===== src/rtl/sad_pkg.sv =====
`timescale 1ns/1ps
// Package: shared region encoding and address landmarks for the system
// address decoder. The region index doubles as the bit position in the
// one-hot select vector.
package sad_pkg;

    localparam int ADDR_W      = 16;
    localparam int DATA_W      = 8;
    localparam int NUM_REGIONS = 17;

    typedef enum logic [4:0] {
        RG_BOOT    = 5'd0,
        RG_CART    = 5'd1,
        RG_VRAM    = 5'd2,
        RG_OAM     = 5'd3,
        RG_WRAM    = 5'd4,
        RG_SERIAL  = 5'd5,
        RG_TIMER   = 5'd6,
        RG_IFLAG   = 5'd7,
        RG_SOUND   = 5'd8,
        RG_DISP    = 5'd9,
        RG_OAMDMA  = 5'd10,
        RG_BOOTCTL = 5'd11,
        RG_VDMA    = 5'd12,
        RG_WBANK   = 5'd13,
        RG_HRAM    = 5'd14,
        RG_IE      = 5'd15,
        RG_NONE    = 5'd16
    } region_e;

    localparam logic [ADDR_W-1:0] BOOT_LAST   = 16'h0100;
    localparam logic [ADDR_W-1:0] BOOTCTL_A   = 16'hFF50;
    localparam logic [ADDR_W-1:0] WBANK_A     = 16'hFF70;
    localparam logic [ADDR_W-1:0] OAMDMA_A    = 16'hFF46;
    localparam logic [ADDR_W-1:0] VRAM_BASE   = 16'h8000;
    localparam logic [ADDR_W-1:0] OAM_BASE    = 16'hFE00;
    localparam logic [ADDR_W-1:0] IO_BASE     = 16'hFF00;
    localparam logic [ADDR_W-1:0] HRAM_BASE   = 16'hFF80;

endpackage


===== src/rtl/sad_region_decode.sv =====
`timescale 1ns/1ps
// Module: sad_region_decode
// Maps an address to one region and the offset within it. Purely
// combinational. Assumes the caller qualifies the result with a bus strobe;
// is_write steers the boot overlay and the object DMA trigger.
module sad_region_decode
    import sad_pkg::*;
(
    input  logic [ADDR_W-1:0] addr,
    input  logic              is_write,
    input  logic              boot_on,
    output region_e           region,
    output logic [ADDR_W-1:0] offset
);

    // Priority chain over the address map; first match wins.
    always_comb begin
        region = RG_NONE;
        if (addr <= BOOT_LAST)
            region = (boot_on && !is_write) ? RG_BOOT : RG_CART;
        else if (addr <= 16'h7FFF)                         region = RG_CART;
        else if (addr <= 16'h9FFF)                         region = RG_VRAM;
        else if (addr <= 16'hBFFF)                         region = RG_CART;
        else if (addr <= 16'hEFFF)                         region = RG_WRAM;
        else if (addr >= 16'hFE00 && addr <= 16'hFE9F)     region = RG_OAM;
        else if (addr >= 16'hFF01 && addr <= 16'hFF02)     region = RG_SERIAL;
        else if (addr >= 16'hFF04 && addr <= 16'hFF07)     region = RG_TIMER;
        else if (addr == 16'hFF0F)                         region = RG_IFLAG;
        else if (addr >= 16'hFF10 && addr <= 16'hFF26)     region = RG_SOUND;
        else if (addr >= 16'hFF30 && addr <= 16'hFF3F)     region = RG_SOUND;
        else if (addr == OAMDMA_A && is_write)             region = RG_OAMDMA;
        else if (addr >= 16'hFF40 && addr <= 16'hFF4B)     region = RG_DISP;
        else if (addr == BOOTCTL_A)                        region = RG_BOOTCTL;
        else if (addr >= 16'hFF51 && addr <= 16'hFF55)     region = RG_VDMA;
        else if (addr == WBANK_A)                          region = RG_WBANK;
        else if (addr >= HRAM_BASE && addr <= 16'hFFFE)    region = RG_HRAM;
        else if (addr == 16'hFFFF)                         region = RG_IE;
    end

    // Offset relative to the selected region's base.
    always_comb begin
        case (region)
            RG_BOOT, RG_CART: offset = addr;
            RG_VRAM:          offset = addr - VRAM_BASE;
            RG_OAM:           offset = addr - OAM_BASE;
            RG_WRAM:          offset = {4'h0, addr[11:0]};
            RG_HRAM:          offset = addr - HRAM_BASE;
            RG_NONE:          offset = '0;
            default:          offset = addr - IO_BASE;
        endcase
    end

endmodule


===== src/rtl/sad_ctrl_regs.sv =====
`timescale 1ns/1ps
// Module: sad_ctrl_regs
// Holds the boot-disable register and the work-RAM bank register.
// Assumes one write per cycle; writes land on the rising edge.
module sad_ctrl_regs
    import sad_pkg::*;
#(
    parameter int WBANK_W = 3
) (
    input  logic               clk,
    input  logic               rst_n,
    input  logic               wr_en,
    input  logic [ADDR_W-1:0]  addr,
    input  logic [DATA_W-1:0]  wr_data,
    output logic [DATA_W-1:0]  boot_q,
    output logic [WBANK_W-1:0] bank_q
);

    // Boot-disable register: any non-zero value lifts the overlay.
    always_ff @(posedge clk) begin
        if (!rst_n)                          boot_q <= '0;
        else if (wr_en && addr == BOOTCTL_A) boot_q <= wr_data;
    end

    // Work-RAM bank register: keeps the low WBANK_W data bits.
    always_ff @(posedge clk) begin
        if (!rst_n)                        bank_q <= '0;
        else if (wr_en && addr == WBANK_A) bank_q <= wr_data[WBANK_W-1:0];
    end

endmodule


===== src/rtl/sad_wram_map.sv =====
`timescale 1ns/1ps
// Module: sad_wram_map
// Translates a work-RAM window address into a flat array address. The lower
// 4 KB window and its mirror use bank 0; the upper window uses the bank
// register, with 0 promoted to 1.
module sad_wram_map
    import sad_pkg::*;
#(
    parameter int WBANK_W = 3,
    localparam int WRAM_AW = 12 + WBANK_W
) (
    input  logic [ADDR_W-1:0]  addr,
    input  logic [WBANK_W-1:0] bank_q,
    output logic [WRAM_AW-1:0] wram_addr
);

    logic [WBANK_W-1:0] eff_bank;

    // Bank 0 is not addressable in the switched window.
    always_comb eff_bank = (bank_q == '0) ? WBANK_W'(1) : bank_q;

    // Pick the bank by window and splice the in-bank offset.
    always_comb begin
        if (addr[15:12] == 4'hD) wram_addr = {eff_bank, addr[11:0]};
        else                     wram_addr = {{WBANK_W{1'b0}}, addr[11:0]};
    end

endmodule


===== src/rtl/sys_addr_decoder.sv =====
`timescale 1ns/1ps
// Module: sys_addr_decoder (top)
// Decodes a CPU bus cycle into a one-hot region select, an in-region offset,
// a flat work-RAM address and read data for the two held registers.
// Assumes rd_en/wr_en mark a valid cycle; a cycle with both is a write.
module sys_addr_decoder
    import sad_pkg::*;
#(
    parameter int WBANK_W = 3,
    localparam int WRAM_AW = 12 + WBANK_W
) (
    input  logic                   clk,
    input  logic                   rst_n,
    input  logic [ADDR_W-1:0]      addr,
    input  logic                   rd_en,
    input  logic                   wr_en,
    input  logic [DATA_W-1:0]      wr_data,
    output logic [NUM_REGIONS-1:0] sel,
    output logic [ADDR_W-1:0]      offset,
    output logic [WRAM_AW-1:0]     wram_addr,
    output logic [DATA_W-1:0]      rd_data
);

    logic [DATA_W-1:0]  boot_q;
    logic [WBANK_W-1:0] bank_q;
    region_e            region;
    logic               access;

    sad_ctrl_regs #(.WBANK_W(WBANK_W)) u_regs (
        .clk     (clk),
        .rst_n   (rst_n),
        .wr_en   (wr_en),
        .addr    (addr),
        .wr_data (wr_data),
        .boot_q  (boot_q),
        .bank_q  (bank_q)
    );

    sad_region_decode u_dec (
        .addr     (addr),
        .is_write (wr_en),
        .boot_on  (boot_q == '0),
        .region   (region),
        .offset   (offset)
    );

    sad_wram_map #(.WBANK_W(WBANK_W)) u_wmap (
        .addr      (addr),
        .bank_q    (bank_q),
        .wram_addr (wram_addr)
    );

    // A bus cycle is in progress.
    always_comb access = rd_en | wr_en;

    // One select line per region, gated by the bus strobe.
    for (genvar gi = 0; gi < NUM_REGIONS; gi++) begin : g_sel
        assign sel[gi] = access && (region == region_e'(gi));
    end

    // Read data for the registers held here, all ones when unmapped.
    always_comb begin
        case (region)
            RG_BOOTCTL: rd_data = boot_q;
            RG_WBANK:   rd_data = {{(DATA_W-WBANK_W){1'b0}}, bank_q};
            RG_NONE:    rd_data = '1;
            default:    rd_data = '0;
        endcase
    end

endmodule


===== config.mk =====
export PLATFORM = sky130hd
export DESIGN_NAME = sys_addr_decoder
export DESIGN_NICKNAME = d
export VERILOG_FILES = /design/src/rtl/sad_pkg.sv /design/src/rtl/sad_region_decode.sv /design/src/rtl/sad_ctrl_regs.sv /design/src/rtl/sad_wram_map.sv /design/src/rtl/sys_addr_decoder.sv
export SDC_FILE = /design/constraint.sdc
export NUM_CORES = 1
export LEC_CHECK = 0
export BUFFER_PORTS_ARGS = -buffer_cell sky130_fd_sc_hd__buf_2
export CAP_MARGIN = 0
export CORE_ASPECT_RATIO = 2
export CORE_UTILIZATION = 25
export DETAILED_ROUTE_END_ITERATION = 8
export GPL_ROUTABILITY_DRIVEN = 0
export HOLD_SLACK_MARGIN = 0.05
export SLEW_MARGIN = 20
export SYNTH_ARGS = -nofsm -noshare
export SYNTH_HDL_FRONTEND = slang
export SYNTH_SLANG_ARGS = --single-unit
export TNS_END_PERCENT = 10

===== constraint.sdc =====
create_clock -name clk -period 3.4 [get_ports clk]
set_input_delay 0.34 -clock clk [delete_from_list [all_inputs] [get_ports clk]]
set_output_delay 0.34 -clock clk [all_outputs]
set_load 0.02 [all_outputs]

Yosys cells after proc, flatten, opt, wreduce, memory -nomap -nowiden
Cells that the tools add are included.
Operators by class
  $add $sub $neg: 4
  $mul: 0
  divide/modulo/power cells: 0
  magnitude comparators: 21
  equality and inequality tests: 22
  shifts and indexed selects: 0
  muxes and demuxes: 23
  bitwise operators: 1
  reductions and logical operators: 34
Operator list (count)
  16-bit <= comparator (second input constant): 11
  16-bit greater-or-equal comparator (second input constant): 8
  16-bit one-hot mux with 6 select lines: 1
  5-bit two-way mux: 18
  16-bit == test (second input constant): 5
  16-bit subtractor (second input constant): 4
  5-bit by 4-bit == test with 1-bit output (second input constant): 8
  1-bit logical AND: 29
  8-bit one-hot mux with 3 select lines: 1
  5-bit by 3-bit == test with 1-bit output (second input constant): 4
  16-bit by 15-bit <= comparator with 1-bit output (second input constant): 1
  16-bit by 9-bit <= comparator with 1-bit output (second input constant): 1
  15-bit two-way mux: 1
  5-bit by 2-bit == test with 1-bit output (second input constant): 2
  8-bit zero test: 1
  5-bit by 1-bit == test with 1-bit output (second input constant): 1
  5-bit == test (second input constant): 1
  5-bit zero test: 1
  4-bit == test (second input constant): 1
  3-bit zero test: 1
  3-bit two-way mux: 1
  2-bit OR reduction: 1
  1-bit zero test: 1
  1-bit two-way mux: 1
  1-bit bitwise OR: 1
Word-level totals
  register bits after elaboration: 11
  latch bits: 0
  bits in writable memories: 0
  ROM bits: 0
  input bits: 28
  output and inout bits: 56
  memories: 0

Longest topological paths before layout
Gate-level depths: netlist of the first run.
  depth in word-level cells: 22
  gate-level depth with buffers: 11

By module
From an unflattened synthesis of the first run, not the netlist that was laid out.
Second synthesis, totals
  cells, all modules: 280
  area, all modules: 2054.5 um2
Modules (own cells, without submodules)
  sad_region_decode: instances 1, cells each 165, area an instance 1097.3 um2, seq. area each 0.0 um2
  sad_ctrl_regs: instances 1, cells each 52, area an instance 538.0 um2, seq. area each 220.2 um2
  sys_addr_decoder: instances 1, cells each 46, area an instance 295.3 um2, seq. area each 0.0 um2
  sad_wram_map: instances 1, cells each 17, area an instance 123.9 um2, seq. area each 0.0 um2

Least setup slack after synthesis of the first run
No wires, ideal clock.
  kind: input -> output
  start: in addr[3]
  end: out offset[9]
  data arrival time: 2609 ps
  slack: 451 ps
  stages: 10
  buffers on the path: 2
  cells stage by stage: clkbuf_1 or4_4 buf_6 o22ai_2 or3b_1 nor2b_1 o2111a_2 nand4_4 o21ai_0 a2bb2oi_1
On the way
  longest elaborated chain between the ends: 22
  elaborated cells on any way between the ends: 66
  classes of those cells: add/sub: 4; order compare: 21; eq/ne: 11; mux: 19; reduce/logical: 11
RTL lines
  start, declared: RTL line sys_addr_decoder.sv:14  | input logic [ADDR_W-1:0] addr,
  16-bit greater-or-equal comparator, or another cell as far along: RTL line sad_region_decode.sv:36  | else if (addr >= HRAM_BASE && addr <= 16'hFFFE) region = RG_HRAM;
  1-bit logical AND or 5-bit two-way mux (tied branches): RTL line sad_region_decode.sv:36, sad_region_decode.sv:37
  5-bit two-way mux: RTL line sad_region_decode.sv:36
  5-bit two-way mux: RTL line sad_region_decode.sv:35  | else if (addr == WBANK_A) region = RG_WBANK;
  5-bit two-way mux: RTL line sad_region_decode.sv:34  | else if (addr >= 16'hFF51 && addr <= 16'hFF55) region = RG_VDMA;
  5-bit two-way mux: RTL line sad_region_decode.sv:33  | else if (addr == BOOTCTL_A) region = RG_BOOTCTL;
  5-bit two-way mux: RTL line sad_region_decode.sv:32  | else if (addr >= 16'hFF40 && addr <= 16'hFF4B) region = RG_DISP;
  5-bit two-way mux: RTL line sad_region_decode.sv:31  | else if (addr == OAMDMA_A && is_write) region = RG_OAMDMA;
  [6 not listed]
  5-bit two-way mux: RTL line sad_region_decode.sv:24  | else if (addr <= 16'hEFFF) region = RG_WRAM;
  5-bit two-way mux: RTL line sad_region_decode.sv:23  | else if (addr <= 16'hBFFF) region = RG_CART;
  5-bit two-way mux: RTL line sad_region_decode.sv:22  | else if (addr <= 16'h9FFF) region = RG_VRAM;
  5-bit two-way mux: RTL line sad_region_decode.sv:21  | else if (addr <= 16'h7FFF) region = RG_CART;
  5-bit two-way mux: RTL line sad_region_decode.sv:19  | if (addr <= BOOT_LAST)
  5-bit by 1-bit == test with 1-bit output or 5-bit zero test (tied branches): RTL line sad_region_decode.sv:42  | case (region)
  2-bit OR reduction: RTL line sad_region_decode.sv:42
  16-bit one-hot mux with 6 select lines (*): RTL line sad_region_decode.sv:42
  end, declared: RTL line sys_addr_decoder.sv:19  | output logic [ADDR_W-1:0] offset,
Every way passes the cells marked *; elsewhere a longest branch is shown, timed or not.

Worst setup path after layout of the first run
  start: in addr[0]
  end: out offset[10]
The elaborated chain is that of the path after synthesis.

==> impl_metrics.ini, run 1 <==
[run_status]
status = complete, no violations

[routing]
vias = 2266
drt_pass1_iterations = 4
remaining_drc_errors = 0
drt-vias-per-instance = 5.294
wl_per_cell_um = 15.82
detail_route.iter0.violations = 91
routed_wl_mm = 6.770
ant_nets = 0

[hold_path]
hold_class = input pin to register

[sta]
achievable-frequency_mhz = 302.9
final-hold-violation-count = 0
setup_viol = 0
worst-slew-pin-transition_ns = 0.4851
maxSlewHeadroom = 0.6715
setup_repair_after_global_routing_missed_its_margin = false
finalWorstSetupSlack_ns = 0.09821
period_minus_slack_ns = 3.302
fin_worst_skew_ns = 0
slew_violations = 0
fin_crit_sh = 0.9711
setup-tns-final_ns = 0

[power_and_ir_drop]
clock_power_share = 0.406
internal-power_uw = 351.6
netSwitchingFraction = 0.3420
cellPowerDensity_nw_per_um2 = 229.2
max-vdd-ir-drop_mv = 0.2747
net-switching-power_uw = 182.7
part_of_the_total_power_dissipated_in_combinational_logic = 0.352
seq_power_share = 0.242
p_leak_nw = 1.092

[final_layout]
finalCoreUtilization = 0.3333
antenna-diode-count = 0
post_route_cells_drive_above_1_share = 0.3402
nets = 374
areaGrowthSynthToFinish_pct = 28.66

[synth]
mappedNetlistArea_um2 = 1812
postSynthNetCount = 304
synth-edff-count = 0
synth-seq-cells = 11
synth_top_cell_by_area = sky130_fd_sc_hd__dfxtp_1
post_synth_top_area_share = 0.1215
synth.yosys.seq_area_share = 0.1215
ys.flop_type = sky130_fd_sc_hd__dfxtp_1
post_synth_num_cell_types = 61
synth.top_cells.by_area = sky130_fd_sc_hd__dfxtp_1 (12%), sky130_fd_sc_hd__nor2_1 (6.8%), sky130_fd_sc_hd__nand2_1 (6.6%)
netlist_instances = 269
synthArstFlopShare = 0
synth_area_per_cell_um2 = 6.735
number_of_warnings_reported_in_the_yosys_synthesis_log = 0

[global_routing]
via_count_of_the_first_global_routing_pass = 2259
aggregate_global_route_resource_usage = 0.1772
antenna_violations_before_repair = 0
grt_start_max_net_pins = 19
wire_length_of_the_first_global_routing_pass_mm = 10.83
grt.overflow.total = 0

[floorplan]
floorplan.die.height_um = 122.4
start_util = 0.2590
core.rowCount = 43
design.die.area_um2 = 7612
die_width_um = 62.20
coreArea_um2 = 6994
ios = 84

[placed_design]
place_ws_ns = 0.1660
numPortBuffers = 83
dpl.hpwl_mm = 5.545

[critical_path]
critical_path_class = input pin to primary output
critical_path_required_ns = 3.06
critical_path.startpoint_type = input pin
path_max_fanout = 11
worst_setup_path_end_kind = primary output
worst-endpoint-arrival_ns = 2.96

[cts]
cts.htree.levels = 1
ctsRootBufferMaster = sky130_fd_sc_hd__clkbuf_16
clock_tree_from_tritoncts = yes
ctsLongestPathBuffers = 2
cts_inserted_buffers = 3
cts_hold_buf = 0
cts_repair_resize_count = 0
path_clk_slew_ns = 0.04
postCtsSetupBuffers = 0
clkLatencyLatePin_ns = 0.24
clock_sinks = 11

[run]
drv.max_cap_violation_count = 0
-- metal layers --
layer | GRT usage | part of all wire | vias up
li1 | - | - | 1105
met1 | 0.1700 | 0.37 | 1043
met2 | 0.3523 | 0.53 | 89
met3 | 0.02045 | 0.046 | 29
met4 | 0.1076 | 0.051 | 0
met5 | 0 | 0 | -
-- through the flow --
step	cell area [µm²]	instances	hold WS [ns]	total power [mW]
2_1_floorplan	1812	269	0.4542	0.2600
3_3_place_gp	2246	424	0.4661	0.3184
3_5_place_dp	2246	424	0.4766	0.3184
4_1_cts	2325	428	0.3675	0.5369
5_1_grt	2331	428	0.3947	0.5597
6_report	2331	428	0.3645	0.5344
-- power groups by stage --
stage          Clock [mW]  Combinational [mW]  Sequential [mW]
3_5_place_dp            0               0.187            0.132
4_1_cts             0.220               0.188            0.129
6_report            0.217               0.188            0.129
3_3_place_gp            0               0.187            0.132
5_1_grt             0.226               0.204            0.129
2_1_floorplan           0               0.128            0.132
-- final cells by class --
class	count	area, µm²
Tap cell	90	112.6
Inverter	8	30.03
Timing Repair Buffer	96	513.0
Sequential cell	11	220.2
Clock buffer	4	78.83
Multi-Input combinational cell	219	1376
Fill cell	796	4663
-- state kept, by name, summed over array words and instances, names as in the netlist --
name and flops:
u_regs.boot_q 8, u_regs.bank_q 3
-- critical path, cell delays in order --
cell,delay (ns)
sky130_fd_sc_hd__buf_2,0.17
sky130_fd_sc_hd__or4_4,0.63
sky130_fd_sc_hd__nor4_1,0.49
sky130_fd_sc_hd__o2bb2ai_1,0.16
sky130_fd_sc_hd__o311ai_1,0.18
sky130_fd_sc_hd__and2b_4,0.26
sky130_fd_sc_hd__nand4_4,0.18
sky130_fd_sc_hd__o21ai_0,0.33
sky130_fd_sc_hd__buf_2,0.23
-- cell usage after synthesis, drive strengths merged (7+ instances only) --
cell type   n
ha          7
o21ai      10
a21boi     12
nor2       33
clkbuf     10
nor4       12
nand3      21
dfxtp      11
inv         8
nor3        7
nor2b       7
nand4       9
a21o        7
nand2      32
buf        21
-- cells in the final DEF, fill, tap and decap left out, types with 2 or more instances in the layout --
cell / n
sky130_fd_sc_hd__a21oi_1: 4
sky130_fd_sc_hd__xor2_1: 2
sky130_fd_sc_hd__nand4_1: 7
sky130_fd_sc_hd__o22ai_1: 2
sky130_fd_sc_hd__dfxtp_1: 11
sky130_fd_sc_hd__o21ai_1: 2
sky130_fd_sc_hd__and2b_4: 2
sky130_fd_sc_hd__clkbuf_16: 3
sky130_fd_sc_hd__inv_1: 8
sky130_fd_sc_hd__nor3b_1: 2
sky130_fd_sc_hd__ha_1: 7
sky130_fd_sc_hd__and4_1: 3
sky130_fd_sc_hd__nand2_1: 31
sky130_fd_sc_hd__o21a_1: 2
sky130_fd_sc_hd__o21ai_0: 8
sky130_fd_sc_hd__nor4_1: 11
sky130_fd_sc_hd__and3_1: 2
sky130_fd_sc_hd__or3_1: 2
sky130_fd_sc_hd__nor3_1: 7
sky130_fd_sc_hd__nor2b_1: 7
sky130_fd_sc_hd__nor2_1: 33
sky130_fd_sc_hd__nand3b_1: 3
sky130_fd_sc_hd__or2_2: 2
sky130_fd_sc_hd__a21o_1: 7
sky130_fd_sc_hd__and2_1: 2
sky130_fd_sc_hd__a31oi_1: 5
sky130_fd_sc_hd__buf_4: 13
sky130_fd_sc_hd__nand3_1: 21
sky130_fd_sc_hd__buf_2: 83
sky130_fd_sc_hd__a21boi_0: 12
sky130_fd_sc_hd__a221o_1: 3
-- logic make-up after synthesis --
logic type | after synthesis | synth area share
compound gates | 61 | 0.2528
xor+xnor | 3 | 0.01451
buf+inv | 39 | 0.1222
fa+ha+maj | 7 | 0.04834
simple gates | 147 | 0.4351
flops | 11 | 0.1215
mux | 1 | 0.005525
-- path summary, 6_finish.rpt --
| path | from | to | slack [ns] | cells past startpoint |
|---|---|---|---|---|
| worst max-delay path | addr[0] | offset[10] | 0.1 | 9 |
| worst min-delay path | wr_data[7] | u_regs.boot_q[7] | 0.36 | 3 |
| worst max register to register | u_regs.bank_q[2] | u_regs.bank_q[2] | 2.75 | 2 |
| worst min register to register | u_regs.boot_q[3] | u_regs.boot_q[3] | 0.48 | 2 |
Note: power is estimated with default switching activity, not from simulation.
==> inputs of run 2 (changes only) <==
- CORE_UTILIZATION: 25 -> 48
- PLACE_DENSITY: unset -> 0.82
- clock period: 3.4 -> 3.76 ns (I/O delays scaled with it)
==> run 2 against run 1 <==
  * Final cell count shrank 12%
  * Critical endpoint is now offset[13]
  * Highest routed layer unchanged
  * Critical path depth grew 1
  * Largest cell class unchanged
  * Sequential share of layout area grew 0.73 points
==> impl_metrics.ini, run 2 (same netlist as run 1, synthesis figures left out) <==
[global_routing]
grt_start_max_net_pins = 19
aggregate_global_route_resource_usage = 0.3225
wire_length_of_the_first_global_routing_pass_mm = 9.660
grt.overflow.total = 0
via_count_of_the_first_global_routing_pass = 2089
antenna_violations_before_repair = 0

[cts]
cts_hold_buf = 0
clkLatencyLatePin_ns = 0.24
path_clk_slew_ns = 0.05
postCtsSetupBuffers = 0
clock_sinks = 11
cts_inserted_buffers = 3
ctsLongestPathBuffers = 2
cts_repair_resize_count = 0
cts.htree.levels = 1
clock_tree_from_tritoncts = yes
ctsRootBufferMaster = sky130_fd_sc_hd__clkbuf_8

[floorplan]
design.die.area_um2 = 4039
ios = 84
die_width_um = 45.44
coreArea_um2 = 3607
start_util = 0.5023
core.rowCount = 31
floorplan.die.height_um = 88.89

[critical_path]
crit_buf_inv = 2
max_stage_delay_ns = 0.63
critical_path_class = input pin to primary output
timing.critical_path.from = addr[7]
path_max_fanout = 18
list_of_cells_traversed_by_the_critical_path = buf_2 > nor4_1 > a221oi_1 > a31oi_1 > nand2_1 > nor3_1 > nand4_4 > mux2i_1 > nand2_1 > buf_2
worst-endpoint-arrival_ns = 3.00
worst_setup_path_end_kind = primary output
critical_path.reg2reg.startpoint = u_regs.bank_q[2]
slowest_stage = sky130_fd_sc_hd__nor4_1
worst_path_dominant_cell_family = simple AND/OR/NAND/NOR gates
critical_path.startpoint_type = input pin
critical_path_required_ns = 3.38

[sta]
final-hold-violation-count = 0
fin_crit_sh = 0.8979
period_minus_slack_ns = 3.376
worst-slew-pin-transition_ns = 0.7037
achievable-frequency_mhz = 296.2
slew_violations = 0
setup_viol = 0
setup_repair_after_global_routing_missed_its_margin = false
maxSlewHeadroom = 0.5265
fin_worst_skew_ns = 0
setup-tns-final_ns = 0

[routing]
wl_per_cell_um = 16.47
ant_nets = 0
remaining_drc_errors = 0
vias = 2328
routed_wl_mm = 6.211
drt-vias-per-instance = 6.175
detail_route.iter0.violations = 163
drt_pass1_iterations = 5

[hold_path]
hold_class = input pin to register
min-delay-start = wr_data[6]

[power_and_ir_drop]
p_total_uw = 401.3
p_leak_nw = 1.033
max-vdd-ir-drop_mv = 0.3564
cellPowerDensity_nw_per_um2 = 185.4

[final_layout]
nets = 364
number_of_fillers_in_the_final_layout = 362
areaGrowthSynthToFinish_pct = 19.48
largest_register_ff_count = 8
max_flop_register = u_regs.boot_q
post_route_cells_drive_above_1_share = 0.3140
finalInstanceArea_um2 = 2165
most-common-layout-cells = sky130_fd_sc_hd__buf_2 (83), sky130_fd_sc_hd__nor2_1 (33), sky130_fd_sc_hd__nand2_1 (32), sky130_fd_sc_hd__nand3_1 (21), sky130_fd_sc_hd__a21boi_0 (12)
antenna-diode-count = 0
finalCoreUtilization = 0.6001
fin_cells = 377
ff_latch_area_um2 = 220.2
layout_commonest_cell = sky130_fd_sc_hd__buf_2
top_regs = u_regs.boot_q x8, u_regs.bank_q x3
multi_input_area_um2 = 1370

[placed_design]
placedCellCount = 373
dpl-instance-area_um2 = 2120
numPortBuffers = 83
dpl.hpwl_mm = 4.692

[run]
drv.max_cap_violation_count = 0

[run_status]
status = complete, no violations
run 2: where the power goes:
group	switching, mW	internal [mW]
Sequential	0.000000831	0.117
Clock	0.0447	0.0745
Combinational	0.111	0.0548
Total	0.155	0.246
run 2: layout make-up:
| class | instances | area share |
|---|---|---|
| well taps | 49 | 0.02832 |
| repair buffers | 86 | 0.2023 |
| clock buffers | 4 | 0.02081 |
| flip-flops and latches | 11 | 0.1017 |
| inverters | 8 | 0.01387 |
| multi-input cells | 219 | 0.6329 |
run 2: worst paths after layout:
path | end | slack (ns) | cells past startpoint
setup / recovery | offset[13] | 0.38 | 10
hold / removal | u_regs.boot_q[6] | 0.39 | 3
setup reg to reg | u_regs.bank_q[2] | 3.09 | 2
hold reg to reg | u_regs.boot_q[5] | 0.48 | 2
run 2: worst reg2reg max path: cells and delay by family, from the launching register on:
| kind | cells | cell delay [ns] |
|---|---|---|
| AOI/OAI and AO/OA | 1 | 0.15 |
| DFF | 1 | 0.38 |
| and+or+nand+nor | 1 | 0.07 |
run 2: routing by layer:
layer,wire (µm),track usage,part of all wire,vias to the layer above
met4,305,0.2314,0.049,0
met2,3399,0.5610,0.55,149
met1,2066,0.3288,0.33,1056
met3,440,0.05102,0.071,32
li1,-,-,-,1091
met5,0,0,0,-
run 2: per-stage QoR:
stage	setup slack (ns)	hold WS [ns]
final	0.3838	0.3944
after global routing	0.1596	0.4153
after CTS	0.4616	0.3962
after detailed placement	0.4642	0.4754
after global placement	0.5289	0.4671
after floorplan	0.7392	0.4542
==> inputs of run 3 (changes only) <==
- RECOVER_POWER: unset -> 25
==> run 3 against run 2 <==
  * Sequential share of layout area rose by 0.083 points
  * Largest power group unchanged
  * Critical endpoint unchanged
  * Hold slack improved by 0.00080 ns
  * Die area is the same
  * Utilization is 0.49 points lower
  * Fmax decreased by 2.6%
  * Non-clock buffer count unchanged
  * Sequential power is essentially flat
==> impl_metrics.ini, run 3 (same netlist as run 1, synthesis figures left out) <==
[run_status]
status = complete, no violations

[cts]
clock_sinks = 11
cts_repair_resize_count = 0
cts_hold_buf = 0
cts.htree.levels = 1
cts_inserted_buffers = 3
path_clk_slew_ns = 0.05
clkLatencyLatePin_ns = 0.24
ctsRootBufferMaster = sky130_fd_sc_hd__clkbuf_8
postCtsSetupBuffers = 0
clock_tree_from_tritoncts = yes
ctsLongestPathBuffers = 2

[power_and_ir_drop]
p_total_uw = 399.0
seq_power_share = 0.293
clock_power_share = 0.298
netSwitchingFraction = 0.3879
part_of_the_total_power_dissipated_in_combinational_logic = 0.410
internal-power_uw = 244.2
net-switching-power_uw = 154.8
max-vdd-ir-drop_mv = 0.3551
cellPowerDensity_nw_per_um2 = 185.8
p_leak_nw = 0.9981

[global_routing]
antenna_violations_before_repair = 0
via_count_of_the_first_global_routing_pass = 2089
wire_length_of_the_first_global_routing_pass_mm = 9.660
grt_start_max_net_pins = 19
grt.overflow.total = 0
aggregate_global_route_resource_usage = 0.3225

[critical_path]
worst_setup_path_end_kind = primary output
critical_path_class = input pin to primary output
critical_path.startpoint_type = input pin
critical_path_required_ns = 3.38
timing.reg2reg.setup_slack_ns = 3.09
timing.critical_path.from = addr[15]
worst-endpoint-arrival_ns = 3.09
r2r-end = u_regs.bank_q[2]
timing.reg2reg.worst_path_depth = 2
path_max_fanout = 11
critical_path.reg2reg.startpoint = u_regs.bank_q[2]

[routing]
detail_route.iter0.violations = 136
drt-vias-per-instance = 6.228
ant_nets = 0
remaining_drc_errors = 0
vias = 2348
routed_wl_mm = 6.148
drt_pass1_iterations = 5
wl_per_cell_um = 16.31

[sta]
final-hold-violation-count = 0
period_minus_slack_ns = 3.465
finalHoldWorstSlack_ns = 0.3952
setup_viol = 0
fin_worst_skew_ns = 0
worst-slew-pin-transition_ns = 0.6988
maxSlewHeadroom = 0.5298
slew_violations = 0
setup_repair_after_global_routing_missed_its_margin = false
achievable-frequency_mhz = 288.6
setup-tns-final_ns = 0
fin_crit_sh = 0.9215

[placed_design]
dpl.hpwl_mm = 4.692
numPortBuffers = 83
placedCellCount = 373

[final_layout]
max_flop_register = u_regs.boot_q
most-common-layout-cells = sky130_fd_sc_hd__buf_2 (72), sky130_fd_sc_hd__nor2_1 (33), sky130_fd_sc_hd__nand2_1 (32), sky130_fd_sc_hd__nand3_1 (21), sky130_fd_sc_hd__clkbuf_1 (13)
nets = 364
antenna-diode-count = 0
top_regs = u_regs.boot_q x8, u_regs.bank_q x3
largest_register_ff_count = 8
layout_commonest_cell = sky130_fd_sc_hd__buf_2
fin_cells = 377
areaGrowthSynthToFinish_pct = 18.51
post_route_cells_drive_above_1_share = 0.2774

[floorplan]
design.die.area_um2 = 4039
core.rowCount = 31
floorplan.die.height_um = 88.89
coreArea_um2 = 3607
ios = 84
start_util = 0.5023
die_width_um = 45.44

[run]
drv.max_cap_violation_count = 0

[hold_path]
min-delay-start = wr_data[6]
timing.hold.worst_path_depth = 3
hold_class = input pin to register
timing.hold.worst_endpoint = u_regs.boot_q[6]
==> run 3: per-layer routing <==
metal,global-route usage,routed length [µm]
met5,0,0
met4,0.2314,318
met3,0.05102,420
met2,0.5610,3316
met1,0.3288,2092
==> run 3: critical path, stage by stage <==
cell and delay [ns]:
sky130_fd_sc_hd__clkbuf_1 0.45, sky130_fd_sc_hd__or4b_2 0.63, sky130_fd_sc_hd__nor4_1 0.28, sky130_fd_sc_hd__o2bb2ai_1 0.17, sky130_fd_sc_hd__o311ai_1 0.16, sky130_fd_sc_hd__and2b_4 0.25, sky130_fd_sc_hd__nand4_4 0.17, sky130_fd_sc_hd__mux2i_1 0.31
sky130_fd_sc_hd__nand2_1 0.11, sky130_fd_sc_hd__buf_2 0.17
==> run 3: final cells by class <==
class / count / area, µm²
Inverter: 8 / 30.03
Multi-Input combinational cell: 219 / 1370
Sequential cell: 11 / 220.2
Clock buffer: 4 / 45.04
Tap cell: 49 / 61.31
Fill cell: 371 / 1460
Timing Repair Buffer: 86 / 420.4
==> run 3: worst max path at each step <==
stage	to	cells after the start	slack, ns
2_1_floorplan	offset[9]	10	0.74
3_3_place_gp	offset[13]	10	0.53
3_5_place_dp	offset[13]	11	0.46
4_1_cts	offset[13]	11	0.46
5_1_grt	offset[13]	10	0.1
6_report	offset[13]	10	0.29
==> run 3: power groups by stage <==
stage | registers [mW] | logic [mW] | clock network (mW)
floorplan | 0.119 | 0.116 | 0
global placement | 0.119 | 0.160 | 0
detailed placement | 0.119 | 0.161 | 0
CTS | 0.117 | 0.162 | 0.120
global route | 0.117 | 0.176 | 0.126
finish | 0.117 | 0.163 | 0.119
==> run 3: per-stage QoR <==
step	area, µm²	setup WS, ns	util
floorplan	1812	0.7392	-
global placement	2120	0.5289	0.5876
detailed placement	2120	0.4642	0.5876
CTS	2165	0.4616	0.6001
global route	2147	0.09957	0.5952
finish	2147	0.2950	0.5952
